**src/rtl/cbm_pkg.sv**
```systemverilog
package cbm_pkg;

  typedef enum logic [1:0] {
    SZ_BYTE = 2'd0,
    SZ_WORD = 2'd1,
    SZ_LONG = 2'd2,
    SZ_RSVD = 2'd3
  } acc_size_e;

  localparam int CTL_EN_BIT = 0;
  localparam int CTL_WP_BIT = 1;
  localparam int CTL_W      = 2;

endpackage

```
**src/rtl/cbm_bus_decode.sv**
```systemverilog
module cbm_bus_decode
  import cbm_pkg::*;
#(
  parameter int                ADDR_W    = 24,
  parameter int                WIN_BITS  = 19,
  parameter int                NUM_WIN   = 8,
  parameter logic [ADDR_W-1:0] REG_BASE  = 24'hA130F0,
  localparam int               WIN_IDX_W = $clog2(NUM_WIN),
  localparam int               CART_TOP  = WIN_BITS + WIN_IDX_W,
  localparam int               REG_OFF_W = WIN_IDX_W + 1
) (
  input  logic                 valid,
  input  logic                 we,
  input  acc_size_e            size,
  input  logic [ADDR_W-1:0]    addr,
  output logic                 cart_hit,
  output logic [WIN_IDX_W-1:0] win_idx,
  output logic                 reg_wr,
  output logic                 reg_rd,
  output logic [WIN_IDX_W-1:0] reg_idx,
  output logic                 align_err
);

  logic misalign;
  logic in_cart;
  logic in_page;
  logic reg_acc;

  always_comb begin
    misalign  = (size != SZ_BYTE) && addr[0];
    in_cart   = (addr[ADDR_W-1:CART_TOP] == '0);
    in_page   = (addr[ADDR_W-1:REG_OFF_W] == REG_BASE[ADDR_W-1:REG_OFF_W]);
    reg_acc   = valid && in_page && addr[0] && (size == SZ_BYTE);

    align_err = valid && misalign;
    cart_hit  = valid && !misalign && in_cart;
    win_idx   = addr[CART_TOP-1:WIN_BITS];
    reg_wr    = reg_acc && we;
    reg_rd    = reg_acc && !we;
    reg_idx   = addr[REG_OFF_W-1:1];
  end

endmodule

```
**src/rtl/cbm_bank_regs.sv**
```systemverilog
module cbm_bank_regs
  import cbm_pkg::*;
#(
  parameter int  NUM_WIN   = 8,
  parameter int  BANK_W    = 6,
  parameter int  DATA_W    = 8,
  localparam int WIN_IDX_W = $clog2(NUM_WIN)
) (
  input  logic                              clk,
  input  logic                              rst_n,
  input  logic                              wr_stb,
  input  logic                              rd_stb,
  input  logic [WIN_IDX_W-1:0]              reg_idx,
  input  logic [DATA_W-1:0]                 wr_data,
  output logic [NUM_WIN-1:0][BANK_W-1:0]    bank_o,
  output logic                              sram_en,
  output logic                              sram_wp,
  output logic [DATA_W-1:0]                 rd_data
);

  // SRAM control register: next state and register process
  logic              ctl_en;
  logic [CTL_W-1:0]  ctl_d;
  logic [CTL_W-1:0]  ctl_q;

  always_comb begin
    ctl_en = wr_stb && (reg_idx == '0);
    ctl_d  = wr_data[CTL_W-1:0];
  end

  always_ff @(posedge clk or negedge rst_n) begin
    if (!rst_n)      ctl_q <= '0;
    else if (ctl_en) ctl_q <= ctl_d;
  end

  assign sram_en = ctl_q[CTL_EN_BIT];
  assign sram_wp = ctl_q[CTL_WP_BIT];

  // Window 0 carries no register
  assign bank_o[0] = '0;

  for (genvar w = 1; w < NUM_WIN; w++) begin : g_win
    logic              q_en;
    logic [BANK_W-1:0] q_d;
    logic [BANK_W-1:0] q;

    always_comb begin
      q_en = wr_stb && (reg_idx == WIN_IDX_W'(w));
      q_d  = wr_data[BANK_W-1:0];
    end

    always_ff @(posedge clk or negedge rst_n) begin
      if (!rst_n)    q <= BANK_W'(w);
      else if (q_en) q <= q_d;
    end

    assign bank_o[w] = q;


    bank_load_chk: assert property (@(posedge clk) disable iff (!rst_n)
      (wr_stb && reg_idx == WIN_IDX_W'(w)) |=> (q == $past(wr_data[BANK_W-1:0])));
  end

  if (DATA_W > BANK_W) begin : g_unused
    logic unused_wdata_hi;
    assign unused_wdata_hi = ^wr_data[DATA_W-1:BANK_W];
  end

  always_comb begin
    rd_data = '0;
    if (rd_stb) begin
      if (reg_idx == '0) rd_data = DATA_W'(ctl_q);
      else               rd_data = DATA_W'(bank_o[reg_idx]);
    end
  end


  ctl_load_chk: assert property (@(posedge clk) disable iff (!rst_n)
    (wr_stb && reg_idx == '0) |=> (ctl_q == $past(wr_data[CTL_W-1:0])));

endmodule

```
**src/rtl/cbm_translate.sv**
```systemverilog
module cbm_translate #(
  parameter int  NUM_WIN   = 8,
  parameter int  BANK_W    = 6,
  parameter int  WIN_BITS  = 19,
  parameter int  SRAM_AW   = 16,
  localparam int WIN_IDX_W = $clog2(NUM_WIN),
  localparam int PHYS_W    = BANK_W + WIN_BITS
) (
  input  logic                           clk,
  input  logic                           rst_n,
  input  logic                           we,
  input  logic                           cart_hit,
  input  logic [WIN_IDX_W-1:0]           win_idx,
  input  logic [WIN_BITS-1:0]            addr_lo,
  input  logic [NUM_WIN-1:0][BANK_W-1:0] bank_i,
  input  logic                           sram_en,
  input  logic                           sram_wp,
  output logic [PHYS_W-1:0]              rom_addr,
  output logic                           rom_sel,
  output logic                           sram_sel,
  output logic                           sram_wr_en,
  output logic [SRAM_AW-1:0]             sram_addr
);

  localparam logic [WIN_IDX_W-1:0] TOP_WIN = WIN_IDX_W'(NUM_WIN - 1);

  logic to_sram;

  always_comb begin
    to_sram    = cart_hit && sram_en && (win_idx == TOP_WIN);
    rom_addr   = {bank_i[win_idx], addr_lo};
    rom_sel    = cart_hit && !to_sram && !we;
    sram_sel   = to_sram;
    sram_wr_en = to_sram && we && !sram_wp;
    sram_addr  = addr_lo[SRAM_AW-1:0];
  end


  sel_excl_chk: assert property (@(posedge clk) disable iff (!rst_n)
    $onehot0({rom_sel, sram_sel}));


  wp_guard_chk: assert property (@(posedge clk) disable iff (!rst_n)
    sram_wr_en |-> (sram_en && !sram_wp && we));


  win0_fixed_chk: assert property (@(posedge clk) disable iff (!rst_n)
    (rom_sel && win_idx == '0) |-> (rom_addr[PHYS_W-1:WIN_BITS] == '0));

endmodule

```
**src/rtl/cart_bank_mapper.sv**
```systemverilog
module cart_bank_mapper
  import cbm_pkg::*;
#(
  parameter int                ADDR_W   = 24,
  parameter int                DATA_W   = 8,
  parameter int                NUM_WIN  = 8,
  parameter int                WIN_BITS = 19,
  parameter int                BANK_W   = 6,
  parameter int                SRAM_AW  = 16,
  parameter logic [ADDR_W-1:0] REG_BASE = 24'hA130F0,
  localparam int               WIN_IDX_W = $clog2(NUM_WIN),
  localparam int               PHYS_W    = BANK_W + WIN_BITS
) (
  input  logic                 clk,
  input  logic                 rst_n,
  input  logic                 cpu_valid,
  input  logic                 cpu_we,
  input  logic [1:0]           cpu_size,
  input  logic [ADDR_W-1:0]    cpu_addr,
  input  logic [DATA_W-1:0]    cpu_wdata,
  output logic [DATA_W-1:0]    cpu_rdata,
  output logic                 rom_sel,
  output logic [PHYS_W-1:0]    rom_addr,
  output logic                 sram_sel,
  output logic                 sram_wr_en,
  output logic [SRAM_AW-1:0]   sram_addr,
  output logic                 align_err
);

  acc_size_e                   size_e;
  logic                        cart_hit;
  logic [WIN_IDX_W-1:0]        win_idx;
  logic                        reg_wr;
  logic                        reg_rd;
  logic [WIN_IDX_W-1:0]        reg_idx;
  logic [NUM_WIN-1:0][BANK_W-1:0] bank_map;
  logic                        sram_en;
  logic                        sram_wp;

  assign size_e = acc_size_e'(cpu_size);

  cbm_bus_decode #(
    .ADDR_W   (ADDR_W),
    .WIN_BITS (WIN_BITS),
    .NUM_WIN  (NUM_WIN),
    .REG_BASE (REG_BASE)
  ) i_decode (
    .valid     (cpu_valid),
    .we        (cpu_we),
    .size      (size_e),
    .addr      (cpu_addr),
    .cart_hit  (cart_hit),
    .win_idx   (win_idx),
    .reg_wr    (reg_wr),
    .reg_rd    (reg_rd),
    .reg_idx   (reg_idx),
    .align_err (align_err)
  );

  cbm_bank_regs #(
    .NUM_WIN (NUM_WIN),
    .BANK_W  (BANK_W),
    .DATA_W  (DATA_W)
  ) i_regs (
    .clk     (clk),
    .rst_n   (rst_n),
    .wr_stb  (reg_wr),
    .rd_stb  (reg_rd),
    .reg_idx (reg_idx),
    .wr_data (cpu_wdata),
    .bank_o  (bank_map),
    .sram_en (sram_en),
    .sram_wp (sram_wp),
    .rd_data (cpu_rdata)
  );

  cbm_translate #(
    .NUM_WIN  (NUM_WIN),
    .BANK_W   (BANK_W),
    .WIN_BITS (WIN_BITS),
    .SRAM_AW  (SRAM_AW)
  ) i_xlate (
    .clk        (clk),
    .rst_n      (rst_n),
    .we         (cpu_we),
    .cart_hit   (cart_hit),
    .win_idx    (win_idx),
    .addr_lo    (cpu_addr[WIN_BITS-1:0]),
    .bank_i     (bank_map),
    .sram_en    (sram_en),
    .sram_wp    (sram_wp),
    .rom_addr   (rom_addr),
    .rom_sel    (rom_sel),
    .sram_sel   (sram_sel),
    .sram_wr_en (sram_wr_en),
    .sram_addr  (sram_addr)
  );


  misalign_block_chk: assert property (@(posedge clk) disable iff (!rst_n)
    align_err |-> (!rom_sel && !sram_sel && cpu_rdata == '0));


  reg_hold_chk: assert property (@(posedge clk) disable iff (!rst_n)
    !(cpu_valid && cpu_we && cpu_size == 2'd0 && cpu_addr[0])
      |=> ($stable(bank_map) && $stable(sram_en) && $stable(sram_wp)));


  rdata_idle_chk: assert property (@(posedge clk) disable iff (!rst_n)
    !(cpu_valid && !cpu_we) |-> (cpu_rdata == '0));


  rom_write_chk: assert property (@(posedge clk) disable iff (!rst_n)
    (cpu_valid && cpu_we) |-> !rom_sel);

endmodule

```
**config.mk**
```make
export PLATFORM = sky130hd
export DESIGN_NAME = cart_bank_mapper
export DESIGN_NICKNAME = d
export VERILOG_FILES = /design/src/rtl/cbm_pkg.sv /design/src/rtl/cbm_bus_decode.sv /design/src/rtl/cbm_bank_regs.sv /design/src/rtl/cbm_translate.sv /design/src/rtl/cart_bank_mapper.sv
export SDC_FILE = /design/constraint.sdc
export NUM_CORES = 1
export LEC_CHECK = 0
export BUFFER_PORTS_ARGS = -buffer_cell sky130_fd_sc_hd__buf_2
export CORE_ASPECT_RATIO = 0.7
export CORE_MARGIN = 1.5
export CORE_UTILIZATION = 47
export DETAILED_ROUTE_END_ITERATION = 16
export PLACE_DENSITY = 0.76
export SYNTH_ARGS = -nofsm -noshare
export SYNTH_HDL_FRONTEND = slang
export SYNTH_HIERARCHICAL = 1
export SYNTH_SLANG_ARGS = --single-unit
```
**constraint.sdc**
```tcl
create_clock -name clk -period 1.5 [get_ports clk]
set_input_delay 0.15 -clock clk [delete_from_list [all_inputs] [get_ports clk]]
set_output_delay 0.15 -clock clk [all_outputs]
set_load 0.005 [all_outputs]
```
==> flow_summary.toml, run 1 <==
[cells_and_area]
final_nets = 382
drive_gt1_share_pct = 73.84
mostFrequentLayoutCells = "buf_2, buf_4, mux2_4"
stdcell_area_um2 = 4010
fin_util_pct = 64.20
finalNonFillerCells = 422
area_growth_pct = 32.06
final_common_cell = "buf_2"
antenna_cells = 0
fillers = 465

[outcome]
status = "complete, but fails checks"
violations = "setup timing"

[global_routing]
first_global_vias = 2287
grt_pass1_wl_mm = 12.77
antenna_found_initial = 0
grt_overflow = 0
grt_use_met1_pct = 36.70
grt-busiest-layer = "met1"
met3_usage_pct = 3.804
grtUsageMet2_pct = 35.71
grt_usage_pct = 23.91
grt_max_degree = 19

[synth]
synth_xor_area_share_pct = 0
synthAdderAreaFrac_pct = 0
ys_warn_count = 6
synth-seq-area-share_pct = 36.75
synth.distinct_cells = 40
synth_cells = 246
synth-compound-area-share_pct = 4.944
synthMuxAreaShare_pct = 34.12
synth.avg_cell_area_um2 = 12.34
synth.cell_area_um2 = 3037
synth_top_family_by_area = "multiplexers"
synth-simple-area-share_pct = 9.559
ys_seq_elements = 44

[placement]
placed_area_um2 = 3581
hpwl_mm = 5.758
dp_cells = 398
gp_congestion = 0.8987
port_buffers = 86

[worst_setup_path]
worstReg2RegStart = "i_regs/g_win[4].q[5]"
regToRegEndpoint = "i_regs/g_win[4].q[5]"
worstSetupPathType = "primary input to flop"
reg2reg_setup_slack_ns = 0.56
start_kind = "primary input"
worstSetupEndpointType = "flop"
reg2reg_depth = 2
cp.arrival_ns = 2.18
cp_max_fo = 4
critPathRequiredTime_ns = 1.69

[worst_hold_path]
min_path_type = "primary input to flop"
min_path_cells = 2
whs_endpoint = "i_regs/g_win[5].q[2]"
hp-start = "cpu_wdata[2]"

[sta]
min_period_ns = 1.992
setup_viol = 56
fmax_ghz = 0.5021
hold_slack_ns = 0.2133
final.setup.worst_slack_ns = -0.4917
drv_slew = 0
finalCritPeriodShare_pct = 132.8
finalClockSkew_ns = 0
rsz0062_at_grt = "true"
finalHoldViolCount = 0
worstMarginPinSlew_ns = 0.5446
slew_headroom_pct = 62.76

[pwr]
irDropWorstVdd_mv = 0.5694
leakagePower_nw = 2.032
power.density_nw_per_um2 = 653.6

[clock_network]
cts.sinks = 44
cts-buffers-inserted = 5
cts_tree = "done"
clk_latency_ns = 0.30
clkTransAtPathRegs_ns = 0.08
htreeDepth = 2
root_buffer = "clkbuf_8"
cts.path.max_buffers = 2

[drt]
ant_nets = 0
finalWirelength_mm = 8.058
routedWlPerCell_um = 19.09
drt_iter0_drc = 168
drt-vias-per-instance = 5.464
route.detailed.drc = 0
first_pass_iters = 4
vias = 2306

[floorplanning]
row_count = 24
fp.dieArea_um2 = 6960
pin_count = 91
start_util_pct = 48.62
die_width_um = 99.07
die_h_um = 70.25
core_um2 = 6246

[job]
maxCapViolations = 0
[cell usage after synthesis, drive strengths merged]
library cell   n  area, um^2
conb           1       3.750
a221oi         4       35.03
nand3b         4       30.03
a21oi          4       20.02
a21o           4       30.03
dfrtp         32       800.8
dfstp         12       315.3
nor2b          5       31.28
o21ai          6       30.03
clkbuf         3       11.26
nand2          3       13.77
mux2          60       675.6
mux4          14       360.3
nand4          1       6.260
inv            1       3.750
and3b          1       8.760
nand2b         3       18.77
nand3          1       5.000
nor2           2       7.510
or2            2       12.51
and3           1       6.260
or4b           1       13.76
buf           58       425.4
o211a          1       10.01
nor4           3       25.02
nor3b          1       12.51
nor3           9       50.05
a2111oi        2       17.52
or4            1       7.510
and2           1       6.260
nand4b         4       35.03
o21a           1       7.510
[state kept, by name, indices dropped and copies added, names as in the netlist]
| name | cells |
|---|---|
| i_regs/g_win.q | 42 |
| i_regs/ctl_q | 2 |
[metal layers]
metal | vias to the layer above | share of wire, % | wire [um]
met1 | 1158 | 45 | 3611
li1 | 1050 | - | -
met2 | 85 | 47 | 3788
met5 | - | 0 | 0
met4 | 0 | 1.3 | 102
met3 | 13 | 6.9 | 556
[worst max-delay path: stages]
cell	delay, ns
buf_6	0.09
or4b_4	0.54
nor4_4	0.33
and3_4	0.29
nand2b_4	0.10
nor3b_4	0.22
buf_6	0.15
mux2_4	0.30
[per-stage QoR]
| step | setup slack (ns) | setup TNS [ns] | power (mW) |
|---|---|---|---|
| 5_1_grt | -0.5757 | -25.73 | 2.714 |
| 4_1_cts | -0.5047 | -20.73 | 2.621 |
| 3_5_place_dp | -0.8824 | -38.68 | 1.558 |
| 6_report | -0.4917 | -21.41 | 2.621 |
| 2_1_floorplan | -0.5526 | -20.90 | 1.432 |
| 3_3_place_gp | -0.7950 | -34.80 | 1.549 |
[power by group]
group	switching [mW]	leakage, nW	internal (mW)
clock network	0.400	0.0642	0.656
registers	0.000000233	0.571	1.19
logic	0.196	1.40	0.183
[cell families (layout without fill, tap and decap cells)]
| family | Yosys count | count (layout) |
|---|---|---|
| AOI/OAI and AO/OA | 22 | 22 |
| buffers and inverters | 62 | 153 |
| DFF | 44 | 44 |
| muxes | 74 | 74 |
| other | 1 | 8 |
| and+or+nand+nor | 43 | 43 |
[layout make-up]
class | count | area, um^2 | area share (%)
sequential | 44 | 1116 | 27.83
tap | 78 | 97.59 | 2.434
clock inverter | 2 | 60.06 | 1.498
multi-input combinational | 147 | 1687 | 42.06
timing repair buffer | 145 | 977.2 | 24.37
clock buffer | 5 | 68.82 | 1.716
inverter | 1 | 3.754 | 0.09360
[worst max path at each step]
stage	startpoint	end	slack (ns)	cells past startpoint
2_1_floorplan	cpu_addr[9]	i_regs/g_win[5].q[1]	-0.55	7
3_3_place_gp	cpu_addr[9]	i_regs/g_win[4].q[4]	-0.79	7
3_5_place_dp	cpu_addr[9]	i_regs/g_win[4].q[5]	-0.88	7
4_1_cts	cpu_addr[10]	i_regs/g_win[2].q[3]	-0.50	8
5_1_grt	cpu_addr[17]	cpu_rdata[1]	-0.58	7
6_report	cpu_addr[17]	i_regs/g_win[4].q[5]	-0.49	8
[timing repair]
action | 4_1_cts | 5_1_grt
setup buffers | 9 | 8
pin swaps | 6 | 7
setup endpoints to repair | 56 | 57
hold buffers | 1 | 0
hold endpoints to repair | 10 | 0
resized for setup | 52 | 11
Note: power is estimated with default switching activity, not from simulation.
==> inputs of run 2 (changes only) <==
Settings changed: SYNTH_HIERARCHICAL 1 to not set.
==> flow_summary.toml, run 2 <==
[global_routing]
grt_pass1_wl_mm = 11.64
first_global_vias = 2138
grt_overflow = 0
grt_max_degree = 21
antenna_found_initial = 0
grt_usage_pct = 23.46

[synth]
synth_top_area_cell = "dfrtp_1"
yosysMostFrequentCell = "mux2_2"
synthTopCellsByArea = "dfrtp_1, mux2_2, dfstp_2"
synth_cells = 230
ys_seq_elements = 44
synth_common_cells = "mux2_2, buf_4, dfrtp_1"
async_flop_share_pct = 100.0
ys_warn_count = 0
synth_edf_count = 0
synth.cell_area_um2 = 2898
synth-seq-area-share_pct = 38.51
synth.distinct_cells = 31
synth.avg_cell_area_um2 = 12.60
synth.top_cell.area_share_pct = 27.63
synth-main-ff-cell = "dfrtp_1"

[floorplanning]
row_count = 23
fp.dieArea_um2 = 6653
die_width_um = 96.85
core_um2 = 5842
pin_count = 91
start_util_pct = 49.60
die_h_um = 68.70

[cells_and_area]
final_common_cell = "buf_2"
antenna_cells = 0
largest_register_ff_count = 42
fillers = 439
top_register = "i_regs.g_win.q"
fin_util_pct = 65.73
largestRegisters = "i_regs.g_win.q: 42 flops, i_regs.ctl_q: 2 flops"
area_growth_pct = 32.51
final_nets = 355
mostFrequentLayoutCells = "buf_2, mux2_2, buf_4"
drive_gt1_share_pct = 76.73

[drt]
drt_iter0_drc = 113
drt-vias-per-instance = 5.570
finalWirelength_mm = 7.371
first_pass_iters = 4
routedWlPerCell_um = 18.76
vias = 2189
route.detailed.drc = 0
ant_nets = 0

[pwr]
leakagePower_nw = 1.851
power.density_nw_per_um2 = 589.7
irDropWorstVdd_mv = 0.4071
finalPower_mw = 2.264

[clock_network]
clkTransAtPathRegs_ns = 0.08
cts_tree = "done"
cts.sinks = 44
cts-buffers-inserted = 5
htreeDepth = 2
cts.path.max_buffers = 2
clk_latency_ns = 0.29
root_buffer = "clkbuf_8"

[worst_setup_path]
worstSetupEndpointType = "flop"
slowest_stage = "mux2_4"
path_buf_inv = 6
cp.arrival_ns = 1.91
cp_max_fo = 6
crit_family = "buffers and inverters"
critPathMaxStageDelay_ns = 0.31
start_kind = "primary input"
critPathRequiredTime_ns = 1.68
crit_path_cell_trace = "buf_8 > nor4bb_4 > buf_4 > nand4_4 > buf_4 > buf_6 > buf_6 > nor4b_4 > buf_6 > mux2_4"
crit_path_frequent_cell = "buf_6"
worstSetupPathType = "primary input to flop"

[sta]
finalClockSkew_ns = 0
setup_tns_ns = -5.413
finalHoldViolCount = 0
final.setup.worst_slack_ns = -0.2357
finalCritPeriodShare_pct = 115.7
drv_slew = 0
setup_viol = 32
rsz0062_at_grt = "true"
hold_slack_ns = 0.2014
fmax_ghz = 0.5761
min_period_ns = 1.736

[placement]
gp_congestion = 0.8003
pre_cts_ws_ns = -0.3878
hpwl_mm = 5.355
port_buffers = 86

[job]
maxCapViolations = 0

[outcome]
status = "complete, but fails checks"
violations = "setup timing"

[worst_hold_path]
min_path_type = "primary input to flop"
==> run 2: cell count changes in the layout (fill, tap and decap cells not counted), moves of 7 or more <==
cell,before,now
nor4b_4,0,7
mux2_4,33,20
mux2_2,27,34
buf_4,49,34
==> run 2: final cells by class <==
class	instances	area [um^2]	area share, %
Clock buffer	7	76.32	1.988
Clock inverter	1	5.005	0.1303
Inverter	1	3.754	0.09775
Timing Repair Buffer	128	822.0	21.41
Sequential cell	44	1116	29.06
Multi-Input combinational cell	137	1723	44.87
Tap cell	75	93.84	2.444
==> run 2: repair_timing <==
item                       in CTS  in global routing
hold endpoints to repair       11                  0
resized for setup              46                 14
buffers inserted                2                  3
hold buffers                    1                  0
setup endpoints to repair      33                 33
pin swaps                      16                  9
==> run 2: cell families after synthesis <==
group	Yosys count	synth area share [%]
AND/OR/NAND/NOR	48	13.39
AO/OA/AOI/OAI	17	3.972
multiplexers	70	32.56
other	1	0.1294
buffers and inverters	50	11.44
flip-flops	44	38.51
==> run 2: worst paths after layout <==
kind	from	end	slack, ns	depth (start not counted)
max in group asynchronous	rst_n	i_regs.g_win[4].q[2]	0.65	3
max	cpu_addr[15]	i_regs.g_win[3].q[5]	-0.24	10
min reg2reg	i_regs.g_win[6].q[0]	i_regs.g_win[6].q[0]	0.53	1
min in group asynchronous	rst_n	i_regs.g_win[4].q[4]	0.27	2
max reg2reg	i_regs.g_win[1].q[4]	i_regs.g_win[1].q[4]	0.57	2
min	cpu_wdata[2]	i_regs.g_win[2].q[2]	0.20	2
==> run 2: where the power goes <==
part	switching, mW	total, mW	internal, mW
registers	0.000000218	1.19	1.19
logic	0.197	0.361	0.165
clock network	0.389	0.716	0.327
total	0.586	2.26	1.68
==> run 2: per-stage QoR <==
stage | cells | instance area, um^2
3_3_place_gp | 379 | 3470
4_1_cts | 390 | 3747
3_5_place_dp | 379 | 3470
2_1_floorplan | 231 | 3018
5_1_grt | 393 | 3840
6_report | 393 | 3840
==> run 2: layer usage <==
metal / global-route usage, % / routed length (um) / part of all wire [%]
met5: 0 / 0 / 0
met4: 3.261 / 65 / 0.88
met3: 5.746 / 469 / 6.4
met2: 39.42 / 3412 / 46
met1: 32.23 / 3423 / 46
==> inputs of run 3 (changes only) <==
Settings changed: ABC_AREA set to 1, CORE_UTILIZATION 47 to 48.
==> flow_summary.toml, run 3 <==
[floorplanning]
fp.dieArea_um2 = 7266
pin_count = 91
core_um2 = 6366
die_h_um = 71.77
die_width_um = 101.2
start_util_pct = 50.94
row_count = 24

[cells_and_area]
area_growth_pct = 23.15
final_nets = 598
mostFrequentLayoutCells = "nand2_1, buf_2, nand4_1"
antenna_cells = 0
drive_gt1_share_pct = 35.12
largestRegisters = "i_regs.g_win.q: 42 flops, i_regs.ctl_q: 2 flops"
largest_register_ff_count = 42
fillers = 617
top_register = "i_regs.g_win.q"
final_common_cell = "nand2_1"
finalNonFillerCells = 652

[worst_setup_path]
cp_max_fo = 2
reg2reg_setup_slack_ns = 0.68
start_kind = "flop"
worstSetupEndpointType = "output port"
slowest_stage = "dfstp_2"
worstSetupPathType = "flop to output port"
cp.arrival_ns = 1.47
worstReg2RegStart = "i_regs.g_win[6].q[2]"
reg2reg_depth = 3
regToRegEndpoint = "i_regs.g_win[6].q[2]"
critPathRequiredTime_ns = 1.35
crit_path_cell_trace = "inv_2 > o21ai_2 > o21ai_1 > and2_1 > nor2_2 > buf_2"
critPathMaxStageDelay_ns = 0.55

[global_routing]
antenna_found_initial = 0
grt_overflow = 0
grt_pass1_wl_mm = 15.55
grt_max_degree = 45
first_global_vias = 3216
grt_usage_pct = 27.36

[synth]
synth_cells = 472
synth.distinct_cells = 32
synth.avg_cell_area_um2 = 6.871
synth-seq-area-share_pct = 34.41
synth.top_cell.area_share_pct = 24.69
ys_warn_count = 0
async_flop_share_pct = 100.0
synth_xor_area_share_pct = 0
synthMuxAreaShare_pct = 0
synth_common_cells = "nand2_1, nand4_1, inv_1, nor2_1, buf_4"
synth-compound-area-share_pct = 10.73
synthAdderAreaFrac_pct = 0
synth-simple-area-share_pct = 37.42
ys_seq_elements = 44
synth_edf_count = 0
synth_top_family_by_area = "simple AND/OR/NAND/NOR gates"
synth_top_area_cell = "dfrtp_1"
synth-main-ff-cell = "dfrtp_1"
yosysMostFrequentCell = "nand2_1"
synthTopCellsByArea = "dfrtp_1, nand2_1, nand4_1"
synth.cell_area_um2 = 3243

[outcome]
status = "complete, but fails checks"
violations = "setup timing"

[sta]
setup_viol = 6
fmax_ghz = 0.6183
setup_tns_ns = -0.3120
worstMarginPinSlew_ns = 0.5729
rsz0062_at_grt = "true"
min_period_ns = 1.617
final.setup.worst_slack_ns = -0.1174
finalHoldViolCount = 0
finalClockSkew_ns = 0
drv_slew = 0
slew_headroom_pct = 61.81
finalCritPeriodShare_pct = 107.8

[placement]
hpwl_mm = 7.307
port_buffers = 86
gp_congestion = 0.9448
dp_cells = 640

[clock_network]
root_buffer = "clkbuf_8"
cts.path.max_buffers = 2
cts.sinks = 44
clk_latency_ns = 0.29
clkTransAtPathRegs_ns = 0.08
htreeDepth = 2
cts_tree = "done"
cts-buffers-inserted = 5

[drt]
drt-vias-per-instance = 5.485
routedWlPerCell_um = 14.84
drt_iter0_drc = 405
first_pass_iters = 5
vias = 3576
route.detailed.drc = 0
finalWirelength_mm = 9.678
ant_nets = 0

[pwr]
irDropWorstVdd_mv = 0.4760
power.density_nw_per_um2 = 608.3
leakagePower_nw = 2.122

[job]
maxCapViolations = 0

[worst_hold_path]
min_path_type = "primary input to flop"
hp-start = "cpu_wdata[2]"
whs_endpoint = "i_regs.g_win[5].q[2]"
min_path_cells = 3
[run 3: cell types whose count changed after synthesis, moves of 18 or more]
cell / previous run / this run
nand2_1: 7 / 141
mux2_2: 52 / 0
nand4_1: 5 / 54
inv_1: 1 / 44
nor2_1: 6 / 44
o21ai_0: 7 / 25
[run 3: cell families after synthesis]
kind of cell | Yosys count
other cells | 1
simple gates | 264
buf+inv | 103
flops | 44
compound gates | 60
[run 3: metal layers]
metal / part of all wire, % / vias to the layer above / GRT usage (%)
li1: - / 1701 / -
met1: 44 / 1666 / 41.95
met2: 42 / 193 / 40.42
met3: 12 / 16 / 4.878
met4: 1.4 / 0 / 5.710
met5: 0 / - / 0
[run 3: worst max-delay path by stage]
stage / endpoint / slack, ns / from
finish: cpu_rdata[2] / -0.12 / i_regs.g_win[7].q[2]
global route: cpu_rdata[2] / -0.16 / i_regs.g_win[7].q[2]
CTS: cpu_rdata[2] / -0.11 / i_regs.g_win[5].q[2]
detailed placement: cpu_rdata[4] / -0.06 / cpu_addr[7]
global placement: cpu_rdata[5] / 0.009 / cpu_addr[1]
floorplan: cpu_rdata[3] / 0.24 / cpu_addr[1]
[run 3: what timing repair did]
item / 4_1_cts / 5_1_grt
resized for setup: 16 / 34
hold buffers: 1 / 0
buffers inserted: 2 / 1
pin swaps: 5 / 16
setup endpoints to repair: 11 / 13
endpoints found under the hold margin: 32 / 0
[run 3: layout make-up]
cell class / instances / area [um^2] / area share, %
Multi-Input combinational cell: 326 / 1657 / 41.48
Sequential cell: 44 / 1116 / 27.94
Timing Repair Buffer: 137 / 849.6 / 21.27
Inverter: 46 / 172.7 / 4.323
Tap cell: 91 / 113.9 / 2.851
Clock buffer: 6 / 72.57 / 1.817
Clock inverter: 2 / 12.51 / 0.3133
[run 3: critical path, delay by kind of cell (launching register included)]
kind,cells,cell delay [ns]
AND/OR/NAND/NOR,2,0.25
flip-flops,1,0.55
buffers and inverters,2,0.17
AO/OA/AOI/OAI,2,0.20
[run 3: power breakdown]
part	switching [mW]	internal, mW	leakage (nW)
clock	0.421	0.326	0.0412
sequential	0.000000269	1.19	0.571
combinational	0.302	0.193	1.51
[run 3: through the flow]
stage,hold WS (ns),total power [mW],utilization [%],setup slack [ns],area (um^2)
2_1_floorplan,-0.1456,1.470,-,0.2430,3247
3_3_place_gp,0.2554,1.655,59.18,0.009137,3767
3_5_place_dp,0.2662,1.665,59.18,-0.05953,3767
4_1_cts,0.1608,2.403,61.18,-0.1130,3895
5_1_grt,0.1694,2.547,62.74,-0.1642,3994
6_report,0.1627,2.429,62.74,-0.1174,3994
